[src/rtl/msr_pkg.sv]
package msr_pkg;

    localparam int MSR_W  = 64;
    localparam int POS_SF = 63;
    localparam int POS_HV = 60;
    localparam int POS_EE = 15;
    localparam int POS_PR = 14;
    localparam int POS_ME = 12;
    localparam int POS_IR = 5;
    localparam int POS_DR = 4;
    localparam int POS_RI = 1;
    localparam int POS_LE = 0;

    localparam logic [MSR_W-1:0] ONE  = {{(MSR_W-1){1'b0}}, 1'b1};
    localparam logic [MSR_W-1:0] M_SF = ONE << POS_SF;
    localparam logic [MSR_W-1:0] M_HV = ONE << POS_HV;
    localparam logic [MSR_W-1:0] M_EE = ONE << POS_EE;
    localparam logic [MSR_W-1:0] M_PR = ONE << POS_PR;
    localparam logic [MSR_W-1:0] M_ME = ONE << POS_ME;
    localparam logic [MSR_W-1:0] M_IR = ONE << POS_IR;
    localparam logic [MSR_W-1:0] M_DR = ONE << POS_DR;
    localparam logic [MSR_W-1:0] M_RI = ONE << POS_RI;
    localparam logic [MSR_W-1:0] M_LE = ONE << POS_LE;

    // derived field groups
    localparam logic [MSR_W-1:0] M_ENTRY_SET = M_SF | M_LE;
    localparam logic [MSR_W-1:0] M_ENTRY_CLR = M_PR | M_IR | M_DR | M_RI;
    localparam logic [MSR_W-1:0] M_RESET     = M_SF | M_LE;
    localparam logic [MSR_W-1:0] M_RET       = M_SF | M_HV | M_EE | M_PR | M_ME
                                             | M_IR | M_DR | M_RI | M_LE;
    localparam logic [MSR_W-1:0] M_MT_KEEP   = M_HV | M_ME | M_LE;
    localparam logic [MSR_W-1:0] M_MT_L1     = M_EE | M_RI;
    localparam logic [MSR_W-1:0] M_FIX       = M_EE | M_IR | M_DR;

    typedef enum logic [2:0] {
        OP_NONE     = 3'd0,
        OP_PRIV     = 3'd1,
        OP_MTMSR    = 3'd2,
        OP_MFMSR    = 3'd3,
        OP_RFI      = 3'd4,
        OP_MTSPR    = 3'd5,
        OP_MFSPR    = 3'd6,
        OP_TAKE_INT = 3'd7
    } op_class_e;

    typedef enum logic {
        ST_READY   = 1'b0,
        ST_DELIVER = 1'b1
    } ctrl_state_e;

endpackage

[src/rtl/msr_priv_check.sv]
module msr_priv_check
    import msr_pkg::*;
(
    input  logic      pr,
    input  op_class_e op,
    input  logic      spr_priv_bit,
    input  logic      spr_impl,
    output logic      trap
);
    logic needs_priv;

    always_comb begin
        needs_priv = 1'b0;
        unique case (op)
            OP_PRIV, OP_MTMSR, OP_MFMSR, OP_RFI: needs_priv = 1'b1;
            OP_MTSPR, OP_MFSPR:                  needs_priv = spr_priv_bit | ~spr_impl;
            default:                             needs_priv = 1'b0;
        endcase
    end

    assign trap = pr & needs_priv;
endmodule

[src/rtl/msr_next_calc.sv]
module msr_next_calc
    import msr_pkg::*;
(
    input  logic [MSR_W-1:0] cur,
    input  op_class_e        op,
    input  logic             l_bit,
    input  logic [MSR_W-1:0] operand,
    input  logic [MSR_W-1:0] saved,
    output logic [MSR_W-1:0] nxt,
    output logic [MSR_W-1:0] entry_val,
    output logic             upd
);
    logic [MSR_W-1:0] raw;
    logic             fix_en;

    assign entry_val = (cur | M_ENTRY_SET) & ~M_ENTRY_CLR;

    always_comb begin
        raw    = cur;
        upd    = 1'b0;
        fix_en = 1'b0;
        unique case (op)
            OP_MTMSR: begin
                upd    = 1'b1;
                fix_en = 1'b1;
                if (l_bit)
                    raw = (cur & ~M_MT_L1) | (operand & M_MT_L1);
                else
                    raw = (cur & M_MT_KEEP) | (operand & ~M_MT_KEEP);
            end
            OP_RFI: begin
                upd    = 1'b1;
                fix_en = 1'b1;
                raw    = (cur & ~M_RET) | (saved & M_RET);
            end
            OP_TAKE_INT: begin
                upd = 1'b1;
                raw = entry_val;
            end
            default: begin
                raw = cur;
            end
        endcase
        nxt = (fix_en && raw[POS_PR]) ? (raw | M_FIX) : raw;
    end
endmodule

[src/rtl/msr_ctrl_unit.sv]
module msr_ctrl_unit
    import msr_pkg::*;
#(
    parameter int INSN_W       = 32,
    parameter int SPR_PRIV_POS = 20,
    parameter int MT_L_POS     = 16
)(
    input  logic              clk,
    input  logic              rst_n,
    input  logic              op_valid,
    input  logic [2:0]        op_class,
    input  logic [INSN_W-1:0] insn_word,
    input  logic [63:0]       operand,
    input  logic [63:0]       saved_state,
    input  logic              spr_impl,
    output logic [63:0]       msr_out,
    output logic [63:0]       save_out,
    output logic [63:0]       rd_data,
    output logic              rd_valid,
    output logic              rd_keep,
    output logic              prog_irq
);
    ctrl_state_e      state_q, state_d;
    op_class_e        op_e;
    logic             ready_w;
    logic             accept;
    logic             trap;
    logic             upd;
    logic [MSR_W-1:0] nxt_val;
    logic [MSR_W-1:0] entry_val;
    logic             unused_insn_bits;

    assign op_e    = op_class_e'(op_class);
    assign ready_w = (state_q == ST_READY);
    assign accept  = ready_w & op_valid;

    assign unused_insn_bits = ^insn_word;

    msr_priv_check u_priv (
        .pr           (msr_out[POS_PR]),
        .op           (op_e),
        .spr_priv_bit (insn_word[SPR_PRIV_POS]),
        .spr_impl     (spr_impl),
        .trap         (trap)
    );

    msr_next_calc u_calc (
        .cur       (msr_out),
        .op        (op_e),
        .l_bit     (insn_word[MT_L_POS]),
        .operand   (operand),
        .saved     (saved_state),
        .nxt       (nxt_val),
        .entry_val (entry_val),
        .upd       (upd)
    );

    // next state
    always_comb begin
        state_d = state_q;
        unique case (state_q)
            ST_READY:   if (accept && trap) state_d = ST_DELIVER;
            ST_DELIVER: state_d = ST_READY;
            default:    state_d = ST_READY;
        endcase
    end

    // state register
    always_ff @(posedge clk or negedge rst_n) begin
        if (!rst_n) state_q <= ST_READY;
        else        state_q <= state_d;
    end

    // outputs
    always_ff @(posedge clk or negedge rst_n) begin
        if (!rst_n) begin
            msr_out  <= M_RESET;
            save_out <= '0;
            rd_data  <= '0;
            rd_valid <= 1'b0;
            rd_keep  <= 1'b0;
            prog_irq <= 1'b0;
        end else begin
            rd_valid <= 1'b0;
            rd_keep  <= 1'b0;
            prog_irq <= 1'b0;
            unique case (state_q)
                ST_DELIVER: begin
                    msr_out  <= entry_val;
                    save_out <= msr_out;
                end
                ST_READY: begin
                    if (accept && trap) begin
                        prog_irq <= 1'b1;
                    end else if (accept) begin
                        if (upd) msr_out <= nxt_val;
                        if (op_e == OP_TAKE_INT) save_out <= msr_out;
                        if (op_e == OP_MFMSR) begin
                            rd_valid <= 1'b1;
                            rd_data  <= msr_out;
                        end
                        if (op_e == OP_MFSPR && !spr_impl) rd_keep <= 1'b1;
                    end
                end
                default: ;
            endcase
        end
    end
endmodule

[config.mk]
export PLATFORM = sky130hd
export DESIGN_NAME = msr_ctrl_unit
export DESIGN_NICKNAME = d
export VERILOG_FILES = /design/src/rtl/msr_pkg.sv /design/src/rtl/msr_priv_check.sv /design/src/rtl/msr_next_calc.sv /design/src/rtl/msr_ctrl_unit.sv
export SDC_FILE = /design/constraint.sdc
export NUM_CORES = 1
export LEC_CHECK = 0
export ABC_AREA = 1
export CAP_MARGIN = 25
export CELL_PAD_IN_SITES_DETAIL_PLACEMENT = 2
export CELL_PAD_IN_SITES_GLOBAL_PLACEMENT = 2
export CORE_ASPECT_RATIO = 0.8
export CORE_MARGIN = 2
export CORE_UTILIZATION = 25
export DETAILED_ROUTE_END_ITERATION = 12
export GPL_TIMING_DRIVEN = 0
export PLACE_DENSITY_LB_ADDON = 0.1
export SETUP_SLACK_MARGIN = 0.15
export SKIP_LAST_GASP = 1
export SYNTH_ARGS = -nofsm -noshare
export SYNTH_HDL_FRONTEND = slang
export SYNTH_SLANG_ARGS = --single-unit
[constraint.sdc]
create_clock -name clk -period 3.2 [get_ports clk]
set_clock_uncertainty 0.05 [all_clocks]
set_input_delay 0.32 -clock clk [delete_from_list [all_inputs] [get_ports clk]]
set_output_delay 0.32 -clock clk [all_outputs]
set_load 0.02 [all_outputs]
==> flow_summary.json <==
{
  "die-area_um2": 36000,
  "synthDominantCellAreaShare": 0.561,
  "cts_tree": "done",
  "clockBufferDepth": 2,
  "grt_use_total": 0.209,
  "clkTransAtPathRegs_ns": 0.07,
  "rsz0062_at_grt": "no",
  "path_class": "in -> reg",
  "htreeDepth": 4,
  "grt_pass1_vias": 9076,
  "crit_top_cell": "nand2_1",
  "wl_per_cell_um": 20.5,
  "holdWs_ns": 0.261,
  "die_w_um": 212,
  "syn_area_um2": 8610,
  "hold_violations": 0,
  "yosysWarnings": 0,
  "wl_mm": 37.0,
  "num_rows": 60,
  "dpl.hpwl_mm": 26.8,
  "cts.sinks": 195,
  "syn2layout_area_growth_pct": 45.7,
  "final_common_cell": "nand2_1",
  "max_freq_mhz": 414,
  "fin_nets": 1529,
  "drtAntennaViolNets": 0,
  "critPathMaxFanout": 10,
  "synth_cell_types": 22,
  "syn_nets": 1235,
  "cts-resized-gates": 0,
  "vias_per_cell": 4.65,
  "cts_buffers": 17,
  "drt-initial-drc-count": 325,
  "remaining_drc_errors": 0,
  "core_um2": 33800,
  "setup_violations": 0,
  "ys_ff_latch": 195,
  "worstPathCellList": "clkdlybuf4s50_1 -> inv_1 -> buf_2 -> clkbuf_1 -> nand2_1 -> o21ai_0 -> nand2_1 -> o21ai_0 -> nand2_1 -> nand2_1",
  "cts_setup_buffers": 0,
  "start_util": 0.255,
  "final_layout_size_suffix_gt1_frac": 0.0598,
  "root_buffer": "clkbuf_16",
  "worst_slew_margin_rel": 0.355,
  "gr-total-overflow": 0,
  "die_y_um": 170,
  "ios": 362,
  "synth.avg_cell_area_um2": 8.07,
  "yosysSeqAreaShare": 0.567,
  "status": "complete, no violations",
  "finalWeightedCongestion": 0.751,
  "worst_pin_slew_ns": 0.963,
  "io_buffers": 272,
  "ctsHoldBuffers": 1,
  "clk_latency_ns": 0.45,
  "grt_max_degree": 82,
  "dr_total_vias": 8395,
  "yosysTopAreaCell": "dfrtp_1",
  "drv_cap": 0,
  "power.leakage_nw": 5.55,
  "dr.pass1.iters": 4,
  "powerDensity_nw_per_um2": 728,
  "cp.arrival_ns": 2.75,
  "fin_crit_sh": 0.755,
  "antenna_found_initial": 3,
  "min_path_type": "in -> reg",
  "crit_slowest_cell": "clkbuf_1",
  "grt_pass1_wl_mm": 56.1,
  "fin_util": 0.372,
  "final_max_slew_viol_count": 0,
  "fin_crit_ns": 2.42,
  "layout_common_cells": "nand2_1, clkdlybuf4s50_1, dfrtp_1, o21ai_0, inv_1",
  "netlist_instances": 1068,
  "ir_drop_mv": 0.331,
  "critPathMaxStageDelay_ns": 0.53,
  "startpoint_type": "primary input",
  "cp-end-kind": "flip-flop",
  "setup-tns-final_ns": 0,
  "synthTopCellsByArea": "dfrtp_1, nand2_1, o21ai_0, a21oi_1, inv_1",
  "cp.required_ns": 3.53
}
==> where the power goes <==
group | internal (mW) | switching, mW | leakage, nW | total [mW]
clock | 1.32 | 1.00 | 0.293 | 2.32
sequential | 3.07 | 0.407 | 2.56 | 3.48
combinational | 1.47 | 1.87 | 2.70 | 3.34
==> metal layers <==
layer	up-vias	share of wire	GRT usage
li1	3956	-	-
met3	19	0.047	0.0496
met4	2	0.011	0.0444
met5	-	0.00043	0
met1	4261	0.48	0.286
met2	157	0.47	0.336
==> path summary, 6_finish.rpt <==
path                       cells past startpoint  slack [ns]            to          start
min reg2reg                                    2        0.44    rd_data[8]     rd_data[8]
max reg2reg                                    7        0.84   rd_data[12]       prog_irq
min in group asynchronous                      2        0.31   rd_data[25]          rst_n
max in group asynchronous                      3        1.95  save_out[60]          rst_n
max                                           10        0.78   msr_out[61]  insn_word[16]
min                                            5        0.26       rd_keep    op_class[2]
==> final cells by class <==
cell class / instances / area (um^2)
Clock buffer: 20 / 447
Multi-Input combinational cell: 737 / 3160
Sequential cell: 195 / 4880
Buffer: 65 / 308
Fill cell: 3863 / 21200
Inverter: 71 / 267
Clock inverter: 9 / 155
Timing Repair Buffer: 275 / 2790
Antenna cell: 1 / 2.50
Tap cell: 434 / 543
==> worst max-delay path: cells and delay by family <==
kind / cells / cell delay, ns
buf+inv: 4 / 1.87
simple gates: 4 / 0.32
compound gates: 2 / 0.22
==> cells in the mapped netlist <==
cell	n
inv_1	68
nor2_2	1
inv_2	3
a21oi_2	1
buf_1	4
buf_4	5
mux2_2	5
dfrtp_1	193
a21oi_1	61
nand4_1	6
buf_6	1
o21ai_0	174
nand3_2	1
clkbuf_1	25
nand2_2	2
buf_2	30
o211ai_1	1
nor2_1	67
nand3_1	13
dfstp_2	2
nand2_1	404
nor3_2	1
==> metrics by stage <==
step	instance area (um^2)	power (mW)	std cells	setup slack, ns
2_1_floorplan	8610	5.00	1068	1.64
3_3_place_gp	11900	6.82	1774	-7.46
3_5_place_dp	11900	6.90	1776	0.257
4_1_cts	12600	9.28	1806	0.725
5_1_grt	12600	9.64	1806	0.577
6_report	12600	9.14	1807	0.784
==> sequential cells by signal (all words and copies together), names as in the netlist <==
| signal | cells |
|---|---|
| rd_keep | 1 |
| rd_data | 64 |
| prog_irq | 1 |
| msr_out | 64 |
| save_out | 64 |
| rd_valid | 1 |
==> kinds of logic after synthesis <==
| group | share of synthesized area |
|---|---|
| compound gates | 0.138 |
| buf+inv | 0.0667 |
| flops | 0.567 |
| mux | 0.00654 |
| simple gates | 0.222 |
(Power assumes the default switching activity.)
